--- src/rtl/pwd_pkg.sv ---
package pwd_pkg;

  typedef enum logic [2:0] {
    ST_IDLE,
    ST_ISSUE,
    ST_WAIT,
    ST_OK,
    ST_FAIL
  } pwdState_t;

  typedef struct packed {
    logic capture;
    logic hold;
  } pwdStrobes_t;

  localparam logic [1:0] CLS_IO   = 2'b00;
  localparam logic [1:0] CLS_MEM  = 2'b01;
  localparam logic [1:0] CLS_CFG  = 2'b10;
  localparam logic [1:0] CLS_RSVD = 2'b11;

  localparam logic [1:0] SZ_BYTE = 2'd0;
  localparam logic [1:0] SZ_HALF = 2'd1;
  localparam logic [1:0] SZ_WORD = 2'd2;

endpackage

--- src/rtl/pwd_datapath.sv ---
module pwd_datapath
  import pwd_pkg::*;
#(
  parameter int ADDR_W = 32,
  parameter int CTRL_W = 32,
  parameter int LANES = 4,
  parameter logic [ADDR_W-1:0] WIN_BASE = 32'hA000_0000,
  parameter logic [ADDR_W-1:0] WIN_LIMIT = 32'hF000_0000
) (
  input  logic              clk,
  input  logic              rstN,
  input  pwdStrobes_t       strobes,
  input  logic [CTRL_W-1:0] ctrlReg,
  input  logic              locWrite,
  input  logic [ADDR_W-1:0] locAddr,
  input  logic [1:0]        locSize,
  output logic              claim,
  output logic              reject,
  output logic [ADDR_W-1:0] pciAddr,
  output logic [3:0]        pciCmd,
  output logic [LANES-1:0]  pciByteEn,
  output logic              pciWrite
);

  localparam int OFS_W = $clog2(LANES);
  localparam int EXT_W = OFS_W + 2;

  logic [OFS_W-1:0] offset;
  logic [EXT_W-1:0] offExt;
  logic [EXT_W-1:0] sizeBytes;
  logic [EXT_W-1:0] endExt;
  logic [1:0]       cmdCls;
  logic             dmaMode;
  logic             winHit;
  logic             sizeOk;
  logic             aligned;
  logic [LANES-1:0] laneEn;
  logic [3:0]       cmdCode;

  assign offset  = locAddr[OFS_W-1:0];
  assign offExt  = EXT_W'(offset);
  assign cmdCls  = ctrlReg[CTRL_W-1 -: 2];
  assign dmaMode = ctrlReg[0];
  assign winHit  = (locAddr >= WIN_BASE) && (locAddr < WIN_LIMIT);
  assign claim   = winHit && !dmaMode;

  always_comb begin
    sizeOk = 1'b1;
    case (locSize)
      SZ_BYTE: sizeBytes = EXT_W'(1);
      SZ_HALF: sizeBytes = EXT_W'(2);
      SZ_WORD: sizeBytes = EXT_W'(LANES);
      default: begin
        sizeBytes = EXT_W'(1);
        sizeOk    = 1'b0;
      end
    endcase
  end

  assign endExt  = offExt + sizeBytes;
  assign aligned = ((offExt & (sizeBytes - EXT_W'(1))) == '0);
  assign reject  = (cmdCls == CLS_RSVD) || !sizeOk || !aligned;

  for (genvar lane = 0; lane < LANES; lane++) begin : g_lane
    assign laneEn[lane] = (EXT_W'(lane) >= offExt) && (EXT_W'(lane) < endExt);
  end

  always_comb begin
    case (cmdCls)
      CLS_IO:  cmdCode = {3'b001, locWrite};
      CLS_MEM: cmdCode = {3'b011, locWrite};
      CLS_CFG: cmdCode = {3'b101, locWrite};
      default: cmdCode = 4'b0000;
    endcase
  end

  always_ff @(posedge clk) begin
    if (!rstN) begin
      pciAddr   <= '0;
      pciCmd    <= '0;
      pciByteEn <= '0;
      pciWrite  <= 1'b0;
    end else if (strobes.capture) begin
      pciAddr   <= locAddr;
      pciCmd    <= cmdCode;
      pciByteEn <= laneEn;
      pciWrite  <= locWrite;
    end
  end

  // captured request fields stay put while the control holds them
  a_r3_fields_held: assert property (@(posedge clk) disable iff (!rstN)
    strobes.hold |=> $stable(pciAddr) && $stable(pciWrite));

  // a captured enable pattern covers one, two or all lanes
  a_r6_lane_count: assert property (@(posedge clk) disable iff (!rstN)
    strobes.capture |=> ($countones(pciByteEn) == 1) || ($countones(pciByteEn) == 2)
                        || ($countones(pciByteEn) == LANES));

endmodule

--- src/rtl/pwd_control.sv ---
module pwd_control
  import pwd_pkg::*;
(
  input  logic        clk,
  input  logic        rstN,
  input  logic        locReq,
  input  logic        claim,
  input  logic        reject,
  input  logic        pciDone,
  input  logic        pciErr,
  output pwdStrobes_t strobes,
  output logic        pciReq,
  output logic        locReady,
  output logic        locErr
);

  pwdState_t state;
  pwdState_t stateNext;

  always_comb begin
    stateNext       = state;
    strobes.capture = 1'b0;
    case (state)
      ST_IDLE: begin
        if (locReq && claim) begin
          if (reject) begin
            stateNext = ST_FAIL;
          end else begin
            stateNext       = ST_ISSUE;
            strobes.capture = 1'b1;
          end
        end
      end
      ST_ISSUE: stateNext = ST_WAIT;
      ST_WAIT: begin
        if (pciErr) stateNext = ST_FAIL;
        else if (pciDone) stateNext = ST_OK;
      end
      default: stateNext = ST_IDLE;
    endcase
  end

  assign strobes.hold = (state == ST_ISSUE) || (state == ST_WAIT);

  always_ff @(posedge clk) begin
    if (!rstN) state <= ST_IDLE;
    else state <= stateNext;
  end

  assign pciReq   = (state == ST_ISSUE);
  assign locReady = (state == ST_OK);
  assign locErr   = (state == ST_FAIL);

  // the request strobe lasts one cycle
  a_r8_single_strobe: assert property (@(posedge clk) disable iff (!rstN)
    pciReq |=> !pciReq);

  // a ready pulse is always preceded by a sampled completion
  a_r9_ready_after_done: assert property (@(posedge clk) disable iff (!rstN)
    locReady |-> $past(pciDone));

  // ready and error never coincide
  a_r9_exclusive_resp: assert property (@(posedge clk) disable iff (!rstN)
    !(locReady && locErr));

  // a rejected access errors at once and is not forwarded
  a_r5_reject_no_req: assert property (@(posedge clk) disable iff (!rstN)
    (state == ST_IDLE && locReq && claim && reject) |=> locErr && !pciReq);

endmodule

--- src/rtl/pci_window_decoder.sv ---
module pci_window_decoder
  import pwd_pkg::*;
#(
  parameter int ADDR_W = 32,
  parameter int CTRL_W = 32,
  parameter int LANES = 4,
  parameter logic [ADDR_W-1:0] WIN_BASE = 32'hA000_0000,
  parameter logic [ADDR_W-1:0] WIN_LIMIT = 32'hF000_0000
) (
  input  logic              clk,
  input  logic              rstN,
  input  logic [CTRL_W-1:0] ctrlReg,
  input  logic              locReq,
  input  logic              locWrite,
  input  logic [ADDR_W-1:0] locAddr,
  input  logic [1:0]        locSize,
  output logic              locReady,
  output logic              locErr,
  output logic              pciReq,
  output logic [ADDR_W-1:0] pciAddr,
  output logic [3:0]        pciCmd,
  output logic [LANES-1:0]  pciByteEn,
  output logic              pciWrite,
  input  logic              pciDone,
  input  logic              pciErr
);

  pwdStrobes_t strobes;
  logic        claim;
  logic        reject;

  pwd_datapath #(
    .ADDR_W(ADDR_W), .CTRL_W(CTRL_W), .LANES(LANES),
    .WIN_BASE(WIN_BASE), .WIN_LIMIT(WIN_LIMIT)
  ) u_dp (
    .clk(clk), .rstN(rstN), .strobes(strobes), .ctrlReg(ctrlReg),
    .locWrite(locWrite), .locAddr(locAddr), .locSize(locSize),
    .claim(claim), .reject(reject), .pciAddr(pciAddr), .pciCmd(pciCmd),
    .pciByteEn(pciByteEn), .pciWrite(pciWrite)
  );

  pwd_control u_ctl (
    .clk(clk), .rstN(rstN), .locReq(locReq), .claim(claim), .reject(reject),
    .pciDone(pciDone), .pciErr(pciErr), .strobes(strobes), .pciReq(pciReq),
    .locReady(locReady), .locErr(locErr)
  );

  // every forwarded address lies inside the window
  a_r1_req_in_window: assert property (@(posedge clk) disable iff (!rstN)
    pciReq |-> (pciAddr >= WIN_BASE) && (pciAddr < WIN_LIMIT));

  // the low command bit agrees with the direction
  a_r4_dir_in_cmd: assert property (@(posedge clk) disable iff (!rstN)
    pciReq |-> pciCmd[0] == pciWrite);

endmodule

--- config.mk ---
export PLATFORM = sky130hd
export DESIGN_NAME = pci_window_decoder
export DESIGN_NICKNAME = d
export VERILOG_FILES = /design/src/rtl/pwd_pkg.sv /design/src/rtl/pwd_datapath.sv /design/src/rtl/pwd_control.sv /design/src/rtl/pci_window_decoder.sv
export SDC_FILE = /design/constraint.sdc
export NUM_CORES = 1
export LEC_CHECK = 0
export ABC_CLOCK_PERIOD_IN_PS = 3300
export BUFFER_PORTS_ARGS = -buffer_cell sky130_fd_sc_hd__buf_4
export CAP_MARGIN = 15
export CORE_ASPECT_RATIO = 2
export CORE_MARGIN = 8
export CORE_UTILIZATION = 45
export CTS_BUF_LIST = sky130_fd_sc_hd__clkbuf_16
export CTS_CLUSTER_DIAMETER = 200
export CTS_CLUSTER_SIZE = 20
export DETAILED_ROUTE_END_ITERATION = 16
export MAX_ROUTING_LAYER = met4
export PLACE_DENSITY = 0.82
export SLEW_MARGIN = 20
export SYNTH_ARGS = -nofsm -noshare
export SYNTH_HDL_FRONTEND = slang
export SYNTH_SLANG_ARGS = --single-unit
--- constraint.sdc ---
create_clock -name clk -period 3.3 [get_ports clk]
set_clock_uncertainty 0.2 [all_clocks]
set_input_delay 0.33 -clock clk [delete_from_list [all_inputs] [get_ports clk]]
set_output_delay 0.33 -clock clk [all_outputs]
set_load 0.03 [all_outputs]
After elaboration in Yosys (flattened, before gate mapping):

Index checks and enable logic that the tools add are counted.

* equality and inequality tests: 11
* order comparisons: 10
* add/subtract/negate cells: 2
* reductions and logical operators: 18
* muxes and demuxes: 11
* bitwise gates (word level): 1

Operators with widths (count)
* greater-or-equal comparator 32 bit (second input constant): 1
* < comparator 32 bit (second input constant): 1
* two-way mux 3 bit: 4
* one-hot mux 4 bit (3 select lines): 1
* one-hot mux 3 bit (3 select lines): 1
* < comparator 1 x 4 -> 1 bit (first input constant): 2
* < comparator 2 x 4 -> 1 bit (first input constant): 2
* logical AND 1 bit: 7
* equality test 2 bit (second input constant): 3
* equality test 3 x 2 -> 1 bit (second input constant): 2
* one-hot mux 3 bit (2 select lines): 1
* adder 2 x 3 -> 4 bit: 1
* bitwise AND 2 x 4 -> 4 bit: 1
* equality test 2 x 1 -> 1 bit (second input constant): 2
* greater-or-equal comparator 1 x 2 -> 1 bit (first input constant): 2
* greater-or-equal comparator 2 bit (first input constant): 2
* logical NOT 2 bit: 2
* logical NOT 4 bit: 1
* two-way mux 1 bit: 4
* subtractor 3 x 1 -> 4 bit (second input constant): 1
* equality test 3 x 1 -> 1 bit (second input constant): 1
* equality test 3 bit (second input constant): 1
* logical NOT 1 bit: 3
* logical NOT 3 bit: 1
* 5 further kinds: 6

* output and inout port bits: 44
* register bits after elaboration: 44

Logic depth before layout (Yosys ltp):

Gate-level depths: netlist of the first run.

* depth after elaboration: 10
* mapped depth: 9
* gate-level depth less buffers: 8

By module:

Synthesis of the first run repeated with hierarchy kept, for this count alone.

* cell total of the unflattened synthesis: 187
* area total of the unflattened synthesis: 1974.4 um^2

By module, submodules not included
* pwd_datapath: times used 1, area an instance 1779.2 um^2, cells an instance 165, seq. area each 820.8 um^2
* pwd_control: times used 1, area an instance 195.2 um^2, cells an instance 22, seq. area each 60.1 um^2

Worst setup path after synthesis of the first run:

Ideal clock, no wire load.

* kind: input port to flip-flop
* from: input locSize[0]
* to: register u_dp.pciCmd[2]
* data arrival time: 1.995 ns
* required time: 3.028 ns
* setup slack: 1.034 ns
* library setup time: 0.072 ns
* stages on the path: 9
* cells stage by stage: inv_1 -> ha_1 -> inv_1 -> ha_1 -> a211o_1 -> or3b_1 -> nor2_2 -> buf_4 -> mux2i_1

* word-level cells in the longest chain between the ends: 10

Ends and longest elaborated chain
* start: declaration: line pci_window_decoder.sv:16 `input logic [1:0] locSize,`
* equality test 2 bit / equality test 2 x 1 -> 1 bit (equally long branches): line pwd_datapath.sv:49 `case (locSize)`
* one-hot mux 3 bit (2 select lines): line pwd_datapath.sv:49
* subtractor 3 x 1 -> 4 bit: line pwd_datapath.sv:61 `assign aligned = ((offExt & (sizeBytes - EXT_W'(1))) == '0);`
* bitwise AND 2 x 4 -> 4 bit: line pwd_datapath.sv:61
* logical NOT 4 bit: line pwd_datapath.sv:61
* logical NOT 1 bit: line pwd_datapath.sv:62 `assign reject = (cmdCls == CLS_RSVD) || !sizeOk || !aligned;`
* logical OR 1 bit *: line pwd_datapath.sv:62
* two-way mux 1 bit *: line pwd_control.sv:26 `if (reject) begin`
* two-way mux 1 bit *: line pwd_control.sv:25 `if (locReq && claim) begin`
* two-way mux 1 bit *: line pwd_control.sv:23 `case (state)`
* end signal: assignment: line pwd_datapath.sv:85 `pciCmd <= cmdCode;`
* end: declaration: line pwd_datapath.sv:20 `output logic [3:0] pciCmd,`

Every way passes the cells marked *; elsewhere a longest branch is shown, timed or not.
A chain may end at the register's enable or synchronous reset.

Worst setup path in the final report of the first run:

* from: input locSize[0]
* to: register u_dp.pciAddr[8]

* word-level cells in the longest chain between the ends: 10

Ends and longest elaborated chain
* equality test 2 bit / equality test 2 x 1 -> 1 bit (equally long branches): line pwd_datapath.sv:49
* one-hot mux 3 bit (2 select lines): line pwd_datapath.sv:49
* subtractor 3 x 1 -> 4 bit: line pwd_datapath.sv:61
* bitwise AND 2 x 4 -> 4 bit: line pwd_datapath.sv:61
* logical NOT 4 bit: line pwd_datapath.sv:61
* logical NOT 1 bit: line pwd_datapath.sv:62
* logical OR 1 bit *: line pwd_datapath.sv:62
* two-way mux 1 bit *: line pwd_control.sv:26
* two-way mux 1 bit *: line pwd_control.sv:25
* two-way mux 1 bit *: line pwd_control.sv:23
* end signal: assignment: line pwd_datapath.sv:84 `pciAddr <= locAddr;`
* end: declaration: line pwd_datapath.sv:19 `output logic [ADDR_W-1:0] pciAddr,`

Marked as above.

==> impl_metrics.env, run 1 <==
export IMPL_hp_class="primary input to flip-flop"
export IMPL_hold_viol=0
export IMPL_vias=1733
export IMPL_cts_made_buffers=5
export IMPL_grt_ovfl_total=0
export IMPL_synth_edff_count=0
export IMPL_worstSetupPathType="primary input to flip-flop"
export IMPL_period_minus_slack_ns=2.30
export IMPL_core_area_um2=4250
export IMPL_routed_wl_um=4690
export IMPL_grt_pass1_vias=1840
export IMPL_synth_cells=215
export IMPL_fin_setup_tns_ns=0
export IMPL_grt_pass1_wl_um=7900
export IMPL_status="complete, no violations"
export IMPL_fin_area_um2=2800
export IMPL_placed_cell_area_um2=2640
export IMPL_synth_most_common_cell="nand2_1"
export IMPL_cts_tree="yes"
export IMPL_ctsHtreeMaxLevel=2
export IMPL_synth_common_cells="70 x nand2_1, 44 x dfxtp_1, 36 x mux2i_1"
export IMPL_ff2ff_setup_slack_ns=1.37
export IMPL_synth_cell_type_count=34
export IMPL_track_usage=0.142
export IMPL_gp_congestion=0.755
export IMPL_worst_ir_drop_vdd_v=0.000577
export IMPL_cts_setup_buffers=0
export IMPL_drive_gt1_frac=0.323
export IMPL_clk_pin_slew_ns=0.06
export IMPL_synth_area_leaders="dfxtp_1 45%, mux2i_1 18%, nand2_1 13%, ha_1 4.5%, clkbuf_1 1.7%"
export IMPL_rows=34
export IMPL_highest_layer="met4"
export IMPL_cellPowerDensity_nw_per_um2=442
export IMPL_worst_skew_pair_late_latency_ns=0.28
export IMPL_syn_avg_cell_area_um2=9.13
export IMPL_tightest_slew_ns=0.707
export IMPL_p_leak_nw=1.24
export IMPL_wire_per_inst_um=13.4
export IMPL_m1WireLength_um=2170
export IMPL_ys_flop_type="dfxtp_1"
export IMPL_grt_max_degree=80
export IMPL_finalSetupViolations=0
export IMPL_syn_area_um2=1960
export IMPL_diodes=0
export IMPL_die_x_um=62.7
export IMPL_slew_viol_final=0
export IMPL_io_pins=116
export IMPL_syn_to_final_growth_pct=42.9
export IMPL_yosys_area_top_type="dfxtp_1"
export IMPL_drtIter0Drc=46
export IMPL_die_area_um2=6860
export IMPL_antenna_found_initial=0
export IMPL_min_from="locAddr[7]"
export IMPL_start_kind="primary input"
export IMPL_timing_hold_ws_ns=0.101
export IMPL_max_slew_margin=0.529
export IMPL_drc=0
export IMPL_synth_seq_cells=44
export IMPL_drt_pass1_iterations=4
export IMPL_clock_sinks=44
export IMPL_crit_start="locSize[0]"
export IMPL_initial_utilization=0.461
export IMPL_clockRootBuffer="clkbuf_16"
export IMPL_worstReg2RegStart="u_ctl.state[1]$_SDFFE_PN0P_"
export IMPL_fin_nets=376
export IMPL_worstPathMaxFanout=40
export IMPL_drt_antenna_violating_nets=0
export IMPL_synth_seq_area_share=0.449
export IMPL_die_h_um=109
export IMPL_cts_hold_buf=0
export IMPL_max_freq_mhz=435
export IMPL_maxCapViolations=0
export IMPL_rsz0062_at_grt="no"
export IMPL_wl_met2_um=2140
export IMPL_cts_resized_gates=0
export IMPL_totalPowerFinal_mw=1.24
export IMPL_hpwl_um=3520
export IMPL_required_ns=3.31
export IMPL_synth_nets=295
export IMPL_io_buffers=86
export IMPL_arrival_ns=2.31
export IMPL_end_kind="flip-flop"
export IMPL_ys_warn_count=0
export IMPL_synth_top_area_frac=0.449
export IMPL_met3WireLength_um=316
export IMPL_synthArstFlopShare=0
export IMPL_fin_crit_sh=0.696
export IMPL_vias_per_cell=4.94
export IMPL_cts_buffer_depth=2
## through the flow
stage,instances,setup WS (ns),util
after global routing,351,0.896,0.659
after floorplan,215,1.03,-
after global placement,343,0.768,0.620
after CTS,351,0.987,0.659
after detailed placement,343,0.700,0.620
final,351,1.00,0.659
## worst max-delay path, stage by stage
cell and delay (ns):
buf_4 0.09, inv_1 0.05, ha_1 0.30, inv_1 0.05
ha_1 0.17, a211o_1 0.26, or3b_1 0.42, nor2_4 0.12
buf_12 0.27, mux2i_1 0.22
## power breakdown
group / total [mW] / switching (mW) / internal [mW]
Sequential: 0.544 / 0.00474 / 0.539
Clock: 0.554 / 0.198 / 0.355
Combinational: 0.141 / 0.0721 / 0.0686
## flip-flops by register name, summed over array words and instances, names as in the netlist
name            count
u_dp.pciCmd         4
u_dp.pciWrite       1
u_dp.pciByteEn      4
u_dp.pciAddr       32
u_ctl.state         3
## final cells by class
class,count,area (um^2)
Inverter,3,11.3
Sequential cell,44,881
Multi-Input combinational cell,155,1010
Clock inverter,3,42.5
Tap cell,54,67.6
Fill cell,374,1450
Timing Repair Buffer,87,666
Clock buffer,5,125
## layout by cell type (no fill, tap or decap), drive strengths merged
master    n
or3b      1
clkbuf    5
buf      87
o211a     1
and3b     2
a21oi     2
bufinv    1
o21a      2
a21boi    2
nand2    70
o221ai    1
o211ai    1
nand3b    2
o2111ai   1
mux2      1
nor2      5
nor2b     3
nand2b    2
and2      2
nor3      1
fa        1
nand3     1
dfxtp    44
ha        7
nor3b     3
o21ai     4
inv       3
or4       1
a211o     1
mux2i    36
o31ai     1
nand4     1
clkinv    2
## kinds of logic (layout without fill, tap and decap cells)
family                   count (synthesis)  count (layout)  share of synthesized area
AO/OA/AOI/OAI                           16              16                     0.0568
flip-flops                              44              44                      0.449
adder cells (fa/ha/maj)                  8               8                     0.0548
AND/OR/NAND/NOR                         94              94                      0.212
buffers and inverters                   16              98                     0.0383
multiplexers                            37              37                      0.189
## routing by layer
layer,global-route usage,vias up
li1,-,874
met1,0.158,777
met2,0.238,74
met3,0.0439,8
met4,0.0443,0
met5,-,-
## worst paths after layout
path | to | cells after the start
worst max register to register | u_dp.pciAddr[8]$_SDFFE_PN0P_ | 5
worst min register to register | u_dp.pciByteEn[2]$_SDFFE_PN0P_ | 2
worst max-delay path | u_dp.pciAddr[8]$_SDFFE_PN0P_ | 10
worst min-delay path | u_dp.pciAddr[7]$_SDFFE_PN0P_ | 3
Power figures use the tool's default switching activity.
==> run 2: changes to the inputs <==
--- a/config.mk
+++ b/config.mk
@@ -5,18 +5,18 @@
 export SDC_FILE = /design/constraint.sdc
 export NUM_CORES = 1
 export LEC_CHECK = 0
-export ABC_CLOCK_PERIOD_IN_PS = 3300
+export ABC_CLOCK_PERIOD_IN_PS = 1980
 export BUFFER_PORTS_ARGS = -buffer_cell sky130_fd_sc_hd__buf_4
 export CAP_MARGIN = 15
 export CORE_ASPECT_RATIO = 2
 export CORE_MARGIN = 8
-export CORE_UTILIZATION = 45
+export CORE_UTILIZATION = 39
 export CTS_BUF_LIST = sky130_fd_sc_hd__clkbuf_16
 export CTS_CLUSTER_DIAMETER = 200
 export CTS_CLUSTER_SIZE = 20
 export DETAILED_ROUTE_END_ITERATION = 16
 export MAX_ROUTING_LAYER = met4
-export PLACE_DENSITY = 0.82
+export PLACE_DENSITY = 0.76
 export SLEW_MARGIN = 20
 export SYNTH_ARGS = -nofsm -noshare
 export SYNTH_HDL_FRONTEND = slang
==> constraint.sdc (replaced) <==
create_clock -name clk -period 1.98 [get_ports clk]
set_clock_uncertainty 0.2 [all_clocks]
set_input_delay 0.198 -clock clk [delete_from_list [all_inputs] [get_ports clk]]
set_output_delay 0.198 -clock clk [all_outputs]
set_load 0.03 [all_outputs]
==> impl_metrics.env, run 2 (same netlist as run 1, synthesis figures left out) <==
export IMPL_routed_wl_um=6090
export IMPL_io_buffers=86
export IMPL_worstPathMaxFanout=5
export IMPL_max_stage_delay_ns=0.40
export IMPL_setup_ws_ns=-0.00985
export IMPL_tightest_slew_ns=0.416
export IMPL_ff2ff_setup_slack_ns=0.07
export IMPL_critPathBufInv=5
export IMPL_wire_per_inst_um=15.2
export IMPL_drtIter0Drc=116
export IMPL_m1WireLength_um=2190
export IMPL_placed_cell_area_um2=2770
export IMPL_required_ns=1.99
export IMPL_die_x_um=66.2
export IMPL_period_minus_slack_ns=1.99
export IMPL_drc=0
export IMPL_grt_ovfl_total=0
export IMPL_clk_pin_slew_ns=0.06
export IMPL_end_kind="flip-flop"
export IMPL_rsz0062_at_grt="yes"
export IMPL_arrival_ns=2.00
export IMPL_rows=36
export IMPL_crit_top_cell="ha_4"
export IMPL_syn_to_final_growth_pct=71.2
export IMPL_fin_nets=423
export IMPL_start_kind="primary input"
export IMPL_worst_skew_pair_late_latency_ns=0.28
export IMPL_max_freq_mhz=503
export IMPL_stdcell_count=400
export IMPL_final_util=0.690
export IMPL_status="finished with violations"
export IMPL_die_area_um2=7690
export IMPL_clock_sinks=44
export IMPL_whs_endpoint="u_dp.pciCmd[0]$_SDFFE_PN0P_"
export IMPL_path_cells="buf_12 > inv_12 > ha_4 > inv_2 > ha_4 > a211o_1 > or3b_4 > nor2_4 > buf_6 > clkbuf_16 > mux2i_1"
export IMPL_max_slew_margin=0.722
export IMPL_cts_made_buffers=5
export IMPL_drive_gt1_frac=0.344
export IMPL_r2r_cells=6
export IMPL_grt_pass1_wl_um=9430
export IMPL_fin_area_um2=3360
export IMPL_vias_per_cell=4.75
export IMPL_io_pins=116
export IMPL_min_path_cells=3
export IMPL_dp_cells=355
export IMPL_core_area_um2=4860
export IMPL_diodes=0
export IMPL_violations="negative setup slack"
export IMPL_maxCapViolations=0
export IMPL_cellPowerDensity_nw_per_um2=604
export IMPL_antenna_found_initial=0
export IMPL_ctsHtreeMaxLevel=2
export IMPL_cts_tree="yes"
export IMPL_grt_pass1_vias=1972
export IMPL_largest_register_ffs=32
export IMPL_drt_antenna_violating_nets=0
export IMPL_hp_class="primary input to flip-flop"
export IMPL_layout_common_cells="94 x buf_4, 70 x nand2_1, 44 x dfxtp_1"
export IMPL_slowest_stage="or3b_4"
export IMPL_worstReg2RegStart="u_ctl.state[0]$_SDFFE_PN0P_"
export IMPL_slew_viol_final=0
export IMPL_gp_congestion=0.798
export IMPL_min_from="locWrite"
export IMPL_hold_viol=0
export IMPL_worstSetupPathType="primary input to flip-flop"
export IMPL_highest_layer="met4"
export IMPL_layout_commonest_cell="buf_4"
export IMPL_hpwl_um=4070
export IMPL_vias=1898
export IMPL_multi_input_area_um2=1040
export IMPL_p_leak_nw=1.47
export IMPL_pre_cts_slack_ns=-0.360
export IMPL_final_seq_area_um2=881
export IMPL_fin_crit_sh=1.00
export IMPL_nFillCells=367
export IMPL_track_usage=0.163
export IMPL_regMostFlops="u_dp.pciAddr"
export IMPL_wl_met2_um=3310
export IMPL_clockRootBuffer="clkbuf_16"
export IMPL_drt_pass1_iterations=4
export IMPL_initial_utilization=0.403
export IMPL_r2r_end="u_dp.pciAddr[9]$_SDFFE_PN0P_"
export IMPL_die_h_um=116
export IMPL_crit_family="simple AND/OR/NAND/NOR gates"
export IMPL_met3WireLength_um=376
export IMPL_largestRegisters="u_dp.pciAddr: 32 flops, u_dp.pciByteEn: 4 flops, u_dp.pciCmd: 4 flops"
export IMPL_totalPowerFinal_mw=2.03
export IMPL_grt_max_degree=40
export IMPL_cts_buffer_depth=2
export IMPL_finalSetupViolations=4
export IMPL_worst_ir_drop_vdd_v=0.000704
==> run 2: changes by cell type in the layout (fill, tap and decap cells not counted), sizes merged <==
cell,change
dlygate4sd3,+29
bufinv,-1
clkbuf,+1
clkinv,-1
buf,+17
inv,+1
==> run 2: final cells by class <==
type,count,share of cell area
tap,57,0.0212
clock inverter,2,0.00261
multi-input combinational,155,0.309
clock buffer,5,0.0373
inverter,3,0.00708
sequential,44,0.262
timing repair buffer,134,0.360
==> run 2: where the power goes <==
part / switching [mW] / internal [mW] / total, mW
clock: 0.328 / 0.453 / 0.781
sequential: 0.00783 / 0.899 / 0.907
combinational: 0.150 / 0.191 / 0.340
total: 0.485 / 1.54 / 2.03
==> run 2: worst max-delay path by stage <==
stage                          start                             to  slack, ns  cells after the start
after CTS                 locSize[1]   u_dp.pciAddr[1]$_SDFFE_PN0P_      -0.05                     11
after global routing      locSize[0]  u_dp.pciAddr[10]$_SDFFE_PN0P_      -0.05                     11
final                     locSize[0]   u_dp.pciAddr[9]$_SDFFE_PN0P_      -0.01                     11
after global placement    locSize[0]  u_dp.pciAddr[21]$_SDFFE_PN0P_      -0.28                     10
after floorplan           locSize[0]    u_dp.pciCmd[2]$_SDFFE_PN0P_      -0.08                      9
after detailed placement  locSize[0]  u_dp.pciAddr[19]$_SDFFE_PN0P_      -0.36                     10
==> run 2: routing by layer <==
metal	vias up	track usage
li1	964	-
met1	857	0.153
met2	65	0.288
met3	12	0.0423
met4	0	0.0890
met5	-	-
==> run 2: what timing repair did <==
action / in CTS / in global routing
gates resized for setup: 7 / 6
cloned: 3 / 1
pin swaps: 1 / 0
hold buffers: 29 / 0
endpoints found under the hold margin: 29 / 0
buffers inserted: 5 / 2
endpoints found under the setup margin: 36 / 40
==> run 2: worst reg2reg max path, cell delays in order (launching register included) <==
cell	delay, ns
dfxtp_1	0.36
nor3_1	0.24
or3b_4	0.43
nor2_4	0.14
buf_6	0.16
clkbuf_16	0.15
mux2i_1	0.17
==> run 2: metrics by stage <==
stage / hold slack, ns / setup TNS (ns)
finish: 0.00331 / -0.0275
floorplan: 0.140 / -2.32
global placement: 0.241 / -11.03
detailed placement: 0.248 / -13.10
global route: 0.0144 / -0.970
CTS: 0.000607 / -0.643
